`config.mk`:
```
export PLATFORM = sky130hd
export DESIGN_NAME = edo_dram_ctrl
export DESIGN_NICKNAME = d
export VERILOG_FILES = /design/src/rtl/edo_ctrl_pkg.sv /design/src/rtl/edo_down_timer.sv /design/src/rtl/edo_page_timer.sv /design/src/rtl/edo_row_tracker.sv /design/src/rtl/edo_dram_ctrl.sv
export SDC_FILE = /design/constraint.sdc
export NUM_CORES = 1
export LEC_CHECK = 0
export ABC_AREA = 1
export BUFFER_PORTS_ARGS = -buffer_cell sky130_fd_sc_hd__buf_4
export CAP_MARGIN = 15
export CORE_MARGIN = 1.5
export CORE_UTILIZATION = 46
export CTS_BUF_LIST = sky130_fd_sc_hd__clkbuf_8
export CTS_CLUSTER_SIZE = 24
export DETAILED_ROUTE_END_ITERATION = 8
export PLACE_DENSITY = 0.82
export SLEW_MARGIN = 20
export SYNTH_ARGS = -nofsm -noshare
export SYNTH_HDL_FRONTEND = slang
export SYNTH_SLANG_ARGS = --single-unit
export TNS_END_PERCENT = 1
```
`constraint.sdc`:
```
create_clock -name clk -period 1.91 [get_ports clk]
set_input_delay 0.573 -clock clk [delete_from_list [all_inputs] [get_ports clk]]
set_output_delay 0.573 -clock clk [all_outputs]
set_load 0.02 [all_outputs]
```
`src/rtl/edo_ctrl_pkg.sv`:
```
package edo_ctrl_pkg;

  typedef enum logic [3:0] {
    ST_IDLE,
    ST_ACT,
    ST_CSET,
    ST_COL,
    ST_CPRE,
    ST_OPEN,
    ST_PRE,
    ST_RF_SETUP,
    ST_RF_LOW,
    ST_RF_REC
  } ctl_state_e;

  // cycles-to-count-value: a phase of n cycles loads n-1
  function automatic int unsigned span_to_load(input int unsigned n);
    return (n == 0) ? 0 : n - 1;
  endfunction

  function automatic logic row_is_low(input ctl_state_e s);
    return (s == ST_ACT) || (s == ST_CSET) || (s == ST_COL) ||
           (s == ST_CPRE) || (s == ST_OPEN) || (s == ST_RF_LOW);
  endfunction

  function automatic logic page_running(input ctl_state_e s);
    return (s == ST_ACT) || (s == ST_CSET) || (s == ST_COL) ||
           (s == ST_CPRE) || (s == ST_OPEN);
  endfunction

endpackage

```
`src/rtl/edo_down_timer.sv`:
```
module edo_down_timer #(
  parameter int CNT_W = 8
) (
  input  logic             clk,
  input  logic             rst_n,
  input  logic             load,
  input  logic [CNT_W-1:0] load_val,
  output logic             zero
);
  logic [CNT_W-1:0] cnt_q;

  always_ff @(posedge clk) begin
    if (!rst_n)           cnt_q <= '0;
    else if (load)        cnt_q <= load_val;
    else if (cnt_q != '0) cnt_q <= cnt_q - 1'b1;
  end

  assign zero = (cnt_q == '0);
endmodule

```
`src/rtl/edo_page_timer.sv`:
```
module edo_page_timer #(
  parameter int LIMIT = 120
) (
  input  logic clk,
  input  logic rst_n,
  input  logic run,
  output logic expired
);
  localparam int PW = $clog2(LIMIT + 1);
  localparam logic [PW-1:0] LIM = PW'(LIMIT);
  logic [PW-1:0] age_q;

  always_ff @(posedge clk) begin
    if (!rst_n)           age_q <= '0;
    else if (!run)        age_q <= '0;
    else if (age_q != LIM) age_q <= age_q + 1'b1;
  end

  assign expired = (age_q == LIM);
endmodule

```
`src/rtl/edo_row_tracker.sv`:
```
module edo_row_tracker #(
  parameter int ROW_W = 9,
  parameter int COL_W = 8,
  parameter int MA_W  = 9
) (
  input  logic                   clk,
  input  logic                   rst_n,
  input  logic [ROW_W+COL_W-1:0] in_addr,
  input  logic                   cmd_latch,
  input  logic                   open_set,
  input  logic                   open_clr,
  output logic [MA_W-1:0]        open_row,
  output logic [MA_W-1:0]        cur_col,
  output logic                   hit
);
  localparam int ADDR_W = ROW_W + COL_W;

  function automatic logic [ROW_W-1:0] row_field(input logic [ADDR_W-1:0] a);
    return a[ADDR_W-1:COL_W];
  endfunction

  function automatic logic [COL_W-1:0] col_field(input logic [ADDR_W-1:0] a);
    return a[COL_W-1:0];
  endfunction

  logic [ROW_W-1:0] row_q;
  logic [COL_W-1:0] col_q;
  logic             valid_q;

  always_ff @(posedge clk) begin
    if (!rst_n) begin
      row_q   <= '0;
      col_q   <= '0;
      valid_q <= 1'b0;
    end else begin
      if (cmd_latch) col_q <= col_field(in_addr);
      if (open_set) begin
        row_q   <= row_field(in_addr);
        valid_q <= 1'b1;
      end else if (open_clr) begin
        valid_q <= 1'b0;
      end
    end
  end

  assign open_row = MA_W'(row_q);
  assign cur_col  = MA_W'(col_q);
  assign hit      = valid_q && (row_field(in_addr) == row_q);

  // a hit is only ever reported against a row that was opened
  AST_HIT_NEEDS_OPEN: assert property (@(posedge clk) disable iff (!rst_n)
    hit |-> valid_q && !$past(open_clr));
endmodule

```
`src/rtl/edo_dram_ctrl.sv`:
```
module edo_dram_ctrl
  import edo_ctrl_pkg::*;
#(
  parameter int ROW_W          = 9,
  parameter int COL_W          = 8,
  parameter int DATA_W         = 32,
  parameter int CNT_W          = 8,
  parameter int RAS2CAS_CYC    = 2,
  parameter int CAS_LOW_CYC    = 2,
  parameter int CAS_HIGH_CYC   = 1,
  parameter int PRECH_CYC      = 3,
  parameter int CBR_SETUP_CYC  = 1,
  parameter int REF_LOW_CYC    = 4,
  parameter int PAGE_LIMIT_CYC = 120
) (
  input  logic                   clk,
  input  logic                   rst_n,
  input  logic                   req_valid,
  output logic                   req_ready,
  input  logic [ROW_W+COL_W-1:0] req_addr,
  input  logic                   req_we,
  input  logic [DATA_W/8-1:0]    req_be,
  input  logic [DATA_W-1:0]      req_wdata,
  output logic                   rd_valid,
  output logic [DATA_W-1:0]      rd_data,
  input  logic                   ref_req,
  output logic                   ref_ack,
  output logic                   mem_row_stb_n,
  output logic [DATA_W/8-1:0]    mem_col_stb_n,
  output logic                   mem_wr_n,
  output logic                   mem_rd_en_n,
  output logic [((ROW_W > COL_W) ? ROW_W : COL_W)-1:0] mem_a,
  output logic [DATA_W-1:0]      mem_d_out,
  output logic                   mem_d_drive,
  input  logic [DATA_W-1:0]      mem_d_in
);
  localparam int LANES = DATA_W / 8;
  localparam int MA_W  = (ROW_W > COL_W) ? ROW_W : COL_W;
  localparam int RAS_LOW_BOUND = PAGE_LIMIT_CYC + CAS_LOW_CYC + CAS_HIGH_CYC + 4;

  function automatic logic [CNT_W-1:0] hold_of(input ctl_state_e s);
    case (s)
      ST_ACT:      return CNT_W'(span_to_load(RAS2CAS_CYC));
      ST_COL:      return CNT_W'(span_to_load(CAS_LOW_CYC));
      ST_CPRE:     return CNT_W'(span_to_load(CAS_HIGH_CYC));
      ST_PRE:      return CNT_W'(span_to_load(PRECH_CYC));
      ST_RF_SETUP: return CNT_W'(span_to_load(CBR_SETUP_CYC));
      ST_RF_LOW:   return CNT_W'(span_to_load(REF_LOW_CYC));
      ST_RF_REC:   return CNT_W'(span_to_load(PRECH_CYC));
      default:     return '0;
    endcase
  endfunction

  function automatic logic [DATA_W-1:0] lane_mask(input logic [LANES-1:0] be);
    logic [DATA_W-1:0] m;
    for (int i = 0; i < LANES; i++) m[i*8 +: 8] = {8{be[i]}};
    return m;
  endfunction

  ctl_state_e st_q, st_d;
  logic t_zero, t_load, page_exp, row_hit, req_fire;
  logic [CNT_W-1:0] t_val;
  logic op_we_q;
  logic [LANES-1:0]  op_be_q;
  logic [DATA_W-1:0] op_wd_q;
  logic [MA_W-1:0]   open_row, cur_col;
  logic open_set, open_clr;

  // named internal events
  logic evt_open_hit;
  logic evt_read_done;

  assign req_ready = !ref_req &&
                     ((st_q == ST_IDLE) ||
                      (st_q == ST_OPEN && !page_exp && row_hit));
  assign req_fire      = req_valid && req_ready;
  assign evt_open_hit  = req_fire && (st_q == ST_OPEN);
  assign evt_read_done = (st_q == ST_CPRE) && t_zero && !op_we_q;
  assign open_set      = req_fire && (st_q == ST_IDLE);
  assign open_clr      = (st_q == ST_PRE) || (st_q == ST_RF_SETUP);

  always_comb begin
    st_d = st_q;
    case (st_q)
      ST_IDLE:     if (ref_req) st_d = ST_RF_SETUP;
                   else if (req_fire) st_d = ST_ACT;
      ST_ACT:      if (t_zero) st_d = ST_CSET;
      ST_CSET:     st_d = ST_COL;
      ST_COL:      if (t_zero) st_d = ST_CPRE;
      ST_CPRE:     if (t_zero) st_d = ST_OPEN;
      ST_OPEN:     if (ref_req || page_exp) st_d = ST_PRE;
                   else if (req_fire) st_d = ST_CSET;
                   else if (req_valid && !row_hit) st_d = ST_PRE;
      ST_PRE:      if (t_zero) st_d = ST_IDLE;
      ST_RF_SETUP: if (t_zero) st_d = ST_RF_LOW;
      ST_RF_LOW:   if (t_zero) st_d = ST_RF_REC;
      ST_RF_REC:   if (t_zero) st_d = ST_IDLE;
      default:     st_d = ST_IDLE;
    endcase
  end

  assign t_load = (st_d != st_q);
  assign t_val  = hold_of(st_d);

  always_ff @(posedge clk) begin
    if (!rst_n) begin
      st_q     <= ST_IDLE;
      op_we_q  <= 1'b0;
      op_be_q  <= '0;
      op_wd_q  <= '0;
      rd_valid <= 1'b0;
      rd_data  <= '0;
    end else begin
      st_q <= st_d;
      if (req_fire) begin
        op_we_q <= req_we;
        op_be_q <= req_be;
        op_wd_q <= req_wdata;
      end
      rd_valid <= evt_read_done;
      if (evt_read_done) rd_data <= mem_d_in & lane_mask(op_be_q);
    end
  end

  edo_down_timer #(.CNT_W(CNT_W)) u_phase (
    .clk(clk), .rst_n(rst_n), .load(t_load), .load_val(t_val), .zero(t_zero)
  );

  edo_page_timer #(.LIMIT(PAGE_LIMIT_CYC)) u_page (
    .clk(clk), .rst_n(rst_n), .run(page_running(st_q)), .expired(page_exp)
  );

  edo_row_tracker #(.ROW_W(ROW_W), .COL_W(COL_W), .MA_W(MA_W)) u_rows (
    .clk(clk), .rst_n(rst_n), .in_addr(req_addr), .cmd_latch(req_fire),
    .open_set(open_set), .open_clr(open_clr),
    .open_row(open_row), .cur_col(cur_col), .hit(row_hit)
  );

  assign ref_ack = (st_q == ST_RF_LOW) && t_zero;

  always_comb begin
    mem_row_stb_n = !row_is_low(st_q);
    mem_col_stb_n = '1;
    if (st_q == ST_COL) mem_col_stb_n = ~op_be_q;
    else if (st_q == ST_RF_SETUP || st_q == ST_RF_LOW) mem_col_stb_n = '0;
    mem_wr_n    = !(op_we_q && (st_q == ST_CSET || st_q == ST_COL));
    mem_rd_en_n = !(!op_we_q && (st_q == ST_COL || st_q == ST_CPRE));
    mem_d_drive = op_we_q && (st_q == ST_CSET || st_q == ST_COL);
    mem_d_out   = op_wd_q;
    case (st_q)
      ST_ACT:                    mem_a = open_row;
      ST_CSET, ST_COL, ST_CPRE:  mem_a = cur_col;
      default:                   mem_a = '0;
    endcase
  end

  // ---------------- assertions ----------------
  logic [LANES-1:0] col_q;
  logic [15:0]      row_low_run;
  logic             col_fall;

  always_ff @(posedge clk) begin
    if (!rst_n) begin
      col_q       <= '1;
      row_low_run <= '0;
    end else begin
      col_q       <= mem_col_stb_n;
      row_low_run <= mem_row_stb_n ? 16'd0 : row_low_run + 16'd1;
    end
  end
  assign col_fall = |(col_q & ~mem_col_stb_n);

  AST_EARLY_WRITE: assert property (@(posedge clk) disable iff (!rst_n)
    (col_fall && !mem_wr_n) |-> $past(!mem_wr_n && &mem_col_stb_n));
  AST_READ_AFTER_RISE: assert property (@(posedge clk) disable iff (!rst_n)
    rd_valid |-> $past(&mem_col_stb_n));
  AST_READ_PULSE: assert property (@(posedge clk) disable iff (!rst_n)
    rd_valid |=> !rd_valid);
  AST_ROW_LOW_LIMIT: assert property (@(posedge clk) disable iff (!rst_n)
    row_low_run <= 16'(RAS_LOW_BOUND));
  AST_CBR_ORDER: assert property (@(posedge clk) disable iff (!rst_n)
    ($fell(mem_row_stb_n) && mem_col_stb_n == '0) |-> $past(mem_col_stb_n == '0));
  AST_HIT_KEEPS_ROW: assert property (@(posedge clk) disable iff (!rst_n)
    evt_open_hit |=> !mem_row_stb_n);
endmodule

```
# After elaboration in Yosys (flattened, before gate mapping)
# Index checks and enable logic that the tools add are counted.
[totals]
register_bits = 107
input_bits = 90
out_inout_bits = 84
elab_cells = 93
[classes]
add_sub_neg = 2
n_eq_ne = 18
mux = 20
bitwise = 2
reduce_logical = 40
[op_table]
columns = ["cell", "count"]
rows = [
  ["2-to-1 mux 4 bit", 13],
  ["case mux 4 bit (9 select lines)", 1],
  ["bitwise AND 32 bit", 1],
  ["== test 4 x 3 -> 1 bit, second input constant", 5],
  ["case mux 9 bit (2 select lines)", 1],
  ["== test 4 bit, second input constant", 4],
  ["2-to-1 mux 8 bit", 2],
  ["== test 4 x 2 -> 1 bit, second input constant", 3],
  ["logical AND 1 bit", 12],
  ["logical OR 1 bit", 11],
  ["== test 9 bit", 1],
  ["== test 4 x 1 -> 1 bit, second input constant", 2],
  ["zero test 8 bit", 1],
  ["nonzero test 8 bit", 1],
  ["subtractor 8 x 1 -> 8 bit, second input constant", 1],
  ["adder 7 x 1 -> 7 bit, second input constant", 1],
  ["== test 7 bit, second input constant", 1],
  ["zero test 1 bit", 7],
  ["inequality test 7 bit, second input constant", 1],
  ["case mux 2 bit (3 select lines)", 1],
  ["OR reduction 2 bit", 3],
  ["zero test 4 bit", 1],
  ["inequality test 4 bit", 1],
  ["inverter 4 bit", 1],
  ["other kinds (4)", 6],
]

# Depth between registers and ports, before layout
# Gate-level depths: netlist of the first run.
[depth]
depth_word = 14
ltp_mapped = 19
depth_no_buf = 19

# Hierarchy
# Synthesis of the first run repeated with hierarchy kept, for this count alone.
[hier_totals]
hier_cells = 666
hier_area_um2 = 4769.6
[by_module_without_submodules]
columns = ["module", "n_inst", "cells_each", "area_per_inst_um2"]
rows = [
  ["edo_dram_ctrl", 1, 430, 3156.8],
  ["edo_row_tracker", 1, 115, 782.0],
  ["edo_down_timer", 1, 70, 478.0],
  ["edo_page_timer", 1, 51, 352.8],
]

# Worst setup path before layout of the first run
# OpenSTA, ideal clock, no wires.
[synth_timing]
path_kind = "reg-to-output"
from = "register st_q[1]"
to = "output mem_row_stb_n"
arrival_time_ns = 1.548
path_slack_ns = -0.211
path_stages_with_launch = 8
path_buffers = 1
path_cell_list = "dfxtp_1 buf_2 inv_1 nand2_1 nor2_1 a21oi_1 nand3_1 nor2_1"
[synth_via]
elab_chain_cells = 7
elab_cells_between_ends = 12
classes_between = "6 x eq/ne; 6 x reduce/logical"
[synth_lines]
columns = ["item", "line", "rtl"]
rows = [
  ["start: declaration", "edo_dram_ctrl.sv:60", "ctl_state_e st_q, st_d;"],
  ["start signal: assignment", "edo_dram_ctrl.sv:114", "st_q <= st_d;"],
  ["== test 4 x 1 -> 1 bit or == test 4 x 2 -> 1 bit (tied branches)", "edo_ctrl_pkg.sv:22", "return (s == ST_ACT) || (s == ST_CSET) || (s == ST_COL) ||"],
  ["logical OR 1 bit (3 in a row)", "edo_ctrl_pkg.sv:22", ""],
  ["logical OR 1 bit", "edo_ctrl_pkg.sv:23", "(s == ST_CPRE) || (s == ST_OPEN) || (s == ST_RF_LOW);"],
  ["logical OR 1 bit *", "edo_ctrl_pkg.sv:23", ""],
  ["zero test 1 bit *", "edo_dram_ctrl.sv:142", "mem_row_stb_n = !row_is_low(st_q);"],
  ["end: declaration", "edo_dram_ctrl.sv:28", "output logic mem_row_stb_n,"],
]
# Mark *: on every way between the ends. The rest lies on a longest branch, timed or not.

# Worst setup path in the final report of the first run
[layout_timing]
from = "register u_page.age_q[0]"
to = "output req_ready"
[layout_via]
elab_chain_cells = 6
[layout_lines]
columns = ["item", "line", "rtl"]
rows = [
  ["start: declaration", "edo_page_timer.sv:11", "logic [PW-1:0] age_q;"],
  ["start signal: assignment", "edo_page_timer.sv:16", "else if (age_q != LIM) age_q <= age_q + 1'b1;"],
  ["== test 7 bit", "edo_page_timer.sv:19", "assign expired = (age_q == LIM);"],
  ["zero test 1 bit", "edo_dram_ctrl.sv:75", "(st_q == ST_OPEN && !page_exp && row_hit));"],
  ["logical AND 1 bit (2 in a row)", "edo_dram_ctrl.sv:75", ""],
  ["logical OR 1 bit", "edo_dram_ctrl.sv:74", "((st_q == ST_IDLE) ||"],
  ["logical AND 1 bit", "edo_dram_ctrl.sv:73", "assign req_ready = !ref_req &&"],
  ["end: declaration", "edo_dram_ctrl.sv:19", "output logic req_ready,"],
]
# Every way passes these cells.

==> results of run 1 <==
-- worst min-delay path: stages --
cell	delay (ns)
buf_4	0.08
nand3_1	0.06
nand2_1	0.05
-- final timing paths --
| path | startpoint | endpoint | depth (start not counted) |
|---|---|---|---|
| min reg2reg | u_rows.col_q[5] | u_rows.col_q[5] | 2 |
| max | u_page.age_q[0] | req_ready | 11 |
| max reg2reg | u_page.age_q[0] | u_phase.cnt_q[0] | 19 |
| min | mem_d_in[4] | rd_data[4] | 3 |
-- metal layers --
| metal | up-vias | wire [um] | GRT usage, % |
|---|---|---|---|
| met4 | 0 | 401 | 10.0 |
| met1 | 2349 | 5550 | 30.1 |
| met5 | - | 0 | 0 |
| met2 | 166 | 7310 | 48.3 |
| li1 | 2484 | - | - |
| met3 | 38 | 886 | 6.63 |
-- stage by stage --
step / cells / cell area, um2
2_1_floorplan: 623 / 4540
6_report: 986 / 7010
5_1_grt: 986 / 7010
4_1_cts: 985 / 6920
3_3_place_gp: 956 / 6370
3_5_place_dp: 956 / 6370
-- cell usage after synthesis --
cell type	n	area [um2]
dfxtp_1	107	2140
nor2_1	101	379
nand2_1	96	360
nand3_1	80	400
o21ai_0	65	325
inv_1	53	199
a21oi_1	31	155
clkbuf_1	18	67.6
buf_2	11	55.1
nor3_1	10	50.1
o22ai_1	8	50.1
xor2_1	7	61.3
ha_1	4	50.1
nand2_2	4	25.0
nor2_2	4	25.0
buf_1	3	11.3
nand4_1	3	18.8
or2_2	2	12.5
xnor2_1	2	17.5
a211oi_1	1	7.51
a21boi_0	1	7.51
a31oi_1	1	6.26
clkinv_1	1	3.75
inv_2	1	3.75
inv_4	1	6.26
nor3_2	1	10.0
nor3_4	1	16.3
nor3b_1	1	7.51
o2111ai_1	1	8.76
o21a_1	1	7.51
o21ai_1	1	5.00
or2_4	1	8.76
or3_2	1	7.51
-- kinds of logic (layout without fill, tap and decap cells) --
| kind of cell | Yosys count | in the layout | synth area share (%) |
|---|---|---|---|
| simple gates | 305 | 305 | 29.3 |
| flops | 107 | 107 | 47.5 |
| fa+ha+maj | 4 | 4 | 1.11 |
| xor+xnor | 9 | 9 | 1.75 |
| buf+inv | 88 | 321 | 7.68 |
| compound gates | 110 | 111 | 12.7 |
-- what timing repair did --
item	CTS	global route
endpoints found under the setup margin	81	104
resized for setup	76	61
gates cloned	1	0
hold buffers	0	0
setup buffers	12	1
pin swaps	14	4
-- power by group through the flow --
stage               clock, uW  combinational (uW)  sequential [uW]
floorplan                   0                2200             2950
global placement            0                3910             2790
detailed placement          0                4050             2800
CTS                      1500                4660             2780
global route             1580                5370             2830
finish                   1480                4910             2790
-- layout make-up --
cell class              instances  area (um2)  area share, %
clock inverters                 6        70.1           1.00
multi-input cells             429        2300           32.8
well taps                     129         161           2.30
repair buffers                249        1970           28.1
clock buffers                  10         138           1.96
inverters                      56         218           3.11
flip-flops and latches        107        2150           30.7
-- sequential cells by signal (all words and copies together), names as in the netlist, 4 cells and up --
register	cells
mem_d_out	32
op_be_q	4
rd_data	32
st_q	4
u_page.age_q	7
u_phase.cnt_q	8
u_rows.col_q	8
u_rows.open_row	9
==> metrics.txt, run 1 <==
Worst R2R Setup Slack -0.24 ns; cells after synthesis 623; Slew @ Worst Pin 0.390 ns; cell area power density 1310 nW/um2; crit path kind flop to primary output; drt pass-1 iters 5; Final Hold Slack 0.421 ns; post-place setup slack -0.304 ns; syn nets 717; worst path arrival time 1.65 ns; fin crit period 2.22 ns; Hold WC Path Type primary input to flop; initial antenna violation count 0; Starting Density 48.1%; Logic pwr share 53.5%; Syn Std Cell Area 4510 um2; clock transition at the registers of the reported paths 0.11 ns; Setup TNS Final -5.62 ns; max capacitance violation total 0; CP Launch Type flop; Core Region 9370 um2; final setup margin -0.314 ns; most frequent cells in the layout 232 x buf_4, 99 x dfxtp_1, 91 x nor2_1, 83 x nand2_1, 76 x nand3_1; detailed-route wire length per cell 14.3 um; clock buffer depth 2; fraction of layout cells with a size suffix above 1 40.4%; Most common cell on crit path nand2_2; failing checks negative setup slack; Skew-Pair Late Insertion Delay 0.37 ns; largest net degree at the start of global routing 64; worst path bufs/invs 3; Lkg Pwr 0.00329 uW; Slowest cell on crit path dfxtp_2; Die Wd 102 um; maximum VDD drop 0.916 mV; sequential area share after synthesis 47.5%; commonest non-fill, non-tap cell in the layout buf_4; Worst path max stage delay 0.34 ns; Finish-stage setup viols 40; Site Rows 35; Die Span Y 102 um; DRC Markers 0; CTS tree done; Congestion Overflow GR 0; crit end category primary output; clock skew 0.0167 ns; fin util 74.8%; CTS H-Tree Depth 3; synth unique cells 33; clock network fraction of total power 16.1%; Max Fclk 0.450 GHz; nets 946; Yosys reg bits 107; critical path data required time 1.34 ns; DRT iter0 DRCs 203; DR vias 5037; Root Buffer clkbuf_8; switching part of the total 41.2%; vias per std cell 5.11; clock sink total 107; antenna cell count 0; num ports 174; Yosys Warn Count 0; GRT Util Overall 26.6%; Final ANT Viol Nets 0; Int Pwr 5400 uW; CTS Buf Count 9; first-pass GRT wire length 22100 um; Pwr Total 9170 uW; worst-path cell chain inv_2 -> ha_4 -> nand2_4 -> nor2_4 -> nand2_2 -> nand2_2 -> nor2_4 -> nand3_2 -> nand2_2 -> buf_6 -> buf_6; Fillers 718; switching power 3770 uW; Layout area overhead 55.3%; register share of total power 30.4%; final worst path period share 116%; PortBufs 173; status complete, but fails checks; Fin. Hold Viols 0; RSZ-0062 raised after global routing true; Final GP Congestion 0.907; dpl hpwl 9900 um; max_slew headroom 74.0%; vias in the first global route 4919; die footprint 10400 um2; critical-path maximum fanout 2; drt total wl 14100 um; CP top delay family simple AND/OR/NAND/NOR gates; syn avg cell area 7.24 um2; Slew Limit Fails 0
Note: power is estimated with default switching activity, not from simulation.
==> run 2: changes to the inputs <==
Settings changed: BUFFER_PORTS_ARGS -buffer_cell sky130_fd_sc_hd__buf_4 to unset, CORE_UTILIZATION 46 to 55, DONT_BUFFER_PORTS set to 1, MAX_ROUTING_LAYER set to met4, PLACE_DENSITY 0.82 to 0.76.
==> run 2 against run 1 <==
  * The flow still finishes with violations (negative setup slack)
  * Setup slack got worse by 0.0055 ns
  * Worst hold slack got worse by 0.096 ns
  * Register-to-register slack improved by 0.05 ns
  * Clock-buffer cell count fell by 1
  * Routed wire length fell by 9.5%
  * Clock skew fell by 0.0027 ns
  * Sequential power rose by 7.5%
  * Non-clock buffer count fell by 154
  * First-iteration DRC count rose by 29%
==> metrics.txt, run 2 (synthesis gave the netlist of run 1 again) <==
Worst R2R Setup Slack -0.19 ns (was -0.24 ns); worst path bufs/invs 4 (was 3); Fin. Hold Viols 0 (unchanged); R2R cell count 13 (was 19); max_slew headroom 73.5% (was 74.0%); die footprint 8760 um2 (was 10400 um2); Slew @ Worst Pin 0.396 ns (was 0.390 ns); Layout area overhead 28.4% (was 55.3%); vias per std cell 5.55 (was 5.11); FF/Latch Area 2150 um2 (about the same); most frequent cells in the layout 102 x dfxtp_1, 93 x nor2_1, 86 x nand2_1, 82 x buf_4, 76 x nand3_1 (was 232 x buf_4, 99 x dfxtp_1, 91 x nor2_1, 83 x nand2_1, 76 x nand3_1); largest net degree at the start of global routing 93 (was 64); post-layout instance area 5790 um2 (was 7010 um2); Congestion Overflow GR 0 (unchanged); post-place setup slack -0.263 ns (was -0.304 ns); Core Region 7850 um2 (was 9370 um2); Final GP Congestion 0.878 (was 0.907); WP depth 7 (was 11); initial antenna violation count 1 (was 0); Final ANT Viol Nets 0 (unchanged); fraction of layout cells with a size suffix above 1 25.9% (was 40.4%); Slowest cell on crit path dfxtp_2 (unchanged); grt met2 use 49.2% (was 48.3%); DRC Markers 0 (unchanged); failing checks negative setup slack (unchanged); final setup margin -0.320 ns (was -0.314 ns); fin crit period 2.23 ns (was 2.22 ns); fin util 73.8% (was 74.8%); crit path kind flop to primary output (unchanged); detailed-route wire length per cell 15.9 um (was 14.3 um); Root Buffer clkbuf_8 (unchanged); Worst Setup SP st_q[3] (was u_page.age_q[0]); multi-input logic area 2280 um2 (was 2300 um2); num ports 174 (unchanged); first-pass GRT wire length 19900 um (was 22100 um); DRT iter0 DRCs 262 (was 203); drt total wl 12800 um (was 14100 um); clock transition at the registers of the reported paths 0.11 ns (about the same); status complete, but fails checks (unchanged); Hold WC Path Type primary input to flop (unchanged); critical-path maximum fanout 5 (was 2); CTS Buf Count 9 (unchanged); commonest non-fill, non-tap cell in the layout dfxtp_1 (was buf_4); DR vias 4465 (was 5037); CP Launch Type flop (unchanged); max capacitance violation total 0 (unchanged); Die Wd 93.6 um (was 102 um); Setup TNS Final -6.10 ns (was -5.62 ns); Site Rows 32 (was 35); clock sink total 107 (unchanged); Max Fclk 0.448 GHz (was 0.450 GHz); Skew-Pair Late Insertion Delay 0.37 ns (about the same); CTS tree done (unchanged); Most common cell on crit path inv_2 (was nand2_2); CP top delay family buffers and inverters (was simple AND/OR/NAND/NOR gates); RR Startpoint u_phase.cnt_q[1] (was u_page.age_q[0]); clock buffer depth 2 (unchanged); crit path capture mem_a[7] (was req_ready); nets 791 (was 946); critical path data required time 1.34 ns (about the same); met3 GRT Util 6.59% (was 6.63%); RSZ-0062 raised after global routing true (unchanged); final worst path period share 117% (was 116%); drt pass-1 iters 6 (was 5); PortBufs 0 (was 173); Reg-to-Reg End u_phase.cnt_q[0] (unchanged); clock skew 0.0139 ns (was 0.0167 ns); met1 Use GR 34.1% (was 30.1%); Fillers 605 (was 718); worst path arrival time 1.66 ns (was 1.65 ns); maximum VDD drop 0.776 mV (was 0.916 mV); Die Span Y 93.6 um (was 102 um); Slew Limit Fails 0 (unchanged); DP Area 5200 um2 (was 6370 um2); vias in the first global route 4413 (was 4919); Starting Density 57.5% (was 48.1%); GRT Util Overall 29.1% (was 26.6%); cell area power density 1500 nW/um2 (was 1310 nW/um2); Finish-stage setup viols 60 (was 40); dpl hpwl 8350 um (was 9900 um); Lkg Pwr 0.00256 uW (was 0.00329 uW); CTS H-Tree Depth 3 (unchanged); crit end category primary output (unchanged); gr busiest metal met2 (unchanged); Worst path max stage delay 0.39 ns (was 0.34 ns); worst-path cell chain inv_2 -> nand2_2 -> inv_2 -> a21oi_4 -> buf_4 -> o22ai_2 -> buf_6 (was inv_2 -> ha_4 -> nand2_4 -> nor2_4 -> nand2_2 -> nand2_2 -> nor2_4 -> nand3_2 -> nand2_2 -> buf_6 -> buf_6)
==> run 2: worst min path at each step <==
stage	slack, ns	start	endpoint	cells after the start
after floorplan	0.43	u_rows.col_q[5]	u_rows.col_q[5]	2
after global placement	0.44	u_rows.col_q[1]	u_rows.col_q[1]	2
after detailed placement	0.45	u_rows.col_q[5]	u_rows.col_q[5]	2
after CTS	0.31	rst_n	st_q[3]	2
after global routing	0.32	mem_d_in[6]	rd_data[6]	2
final	0.33	rst_n	u_phase.cnt_q[1]	2
==> run 2: metal layers <==
| metal | routed length (um) | up-vias |
|---|---|---|
| li1 | - | 2171 |
| met5 | 0 | - |
| met1 | 4950 | 2058 |
| met2 | 6510 | 205 |
| met4 | 367 | 0 |
| met3 | 988 | 31 |
==> run 2: per-stage QoR <==
step | hold WS, ns | instances | total power [uW]
detailed placement | 0.448 | 776 | 6450
CTS | 0.313 | 803 | 8320
global route | 0.320 | 805 | 9200
floorplan | 0.430 | 623 | 5150
finish | 0.325 | 805 | 8670
global placement | 0.441 | 776 | 6390
==> run 2: what timing repair did <==
item,CTS,global route
pin swaps,12,42
resized for setup,56,47
setup buffers,11,1
setup endpoints to repair,82,117
hold buffers,0,0
==> run 2: worst reg2reg max path, cell delays in order (launching register included) <==
cell	delay, ns
dfxtp_1	0.34
inv_1	0.07
ha_2	0.18
nand3_2	0.10
nor3_4	0.19
buf_4	0.16
buf_4	0.11
a21oi_1	0.04
nor3_2	0.19
nand3_1	0.13
a21oi_2	0.18
nand2_4	0.12
o21ai_1	0.15
nor2_1	0.04
==> run 2: final cells by class <==
type | instances | area share (%)
Multi-Input combinational cell | 428 | 39.4
Sequential cell | 107 | 37.1
Timing Repair Buffer | 95 | 13.8
Inverter | 56 | 3.84
Tap cell | 102 | 2.20
Clock buffer | 9 | 2.14
Clock inverter | 7 | 1.51
Antenna cell | 1 | 0.0432
==> run 2: power by group <==
group / total [uW] / switching, uW / internal, uW
Clock: 1480 / 840 / 635
Sequential: 3000 / 423 / 2580
Combinational: 4190 / 2390 / 1790
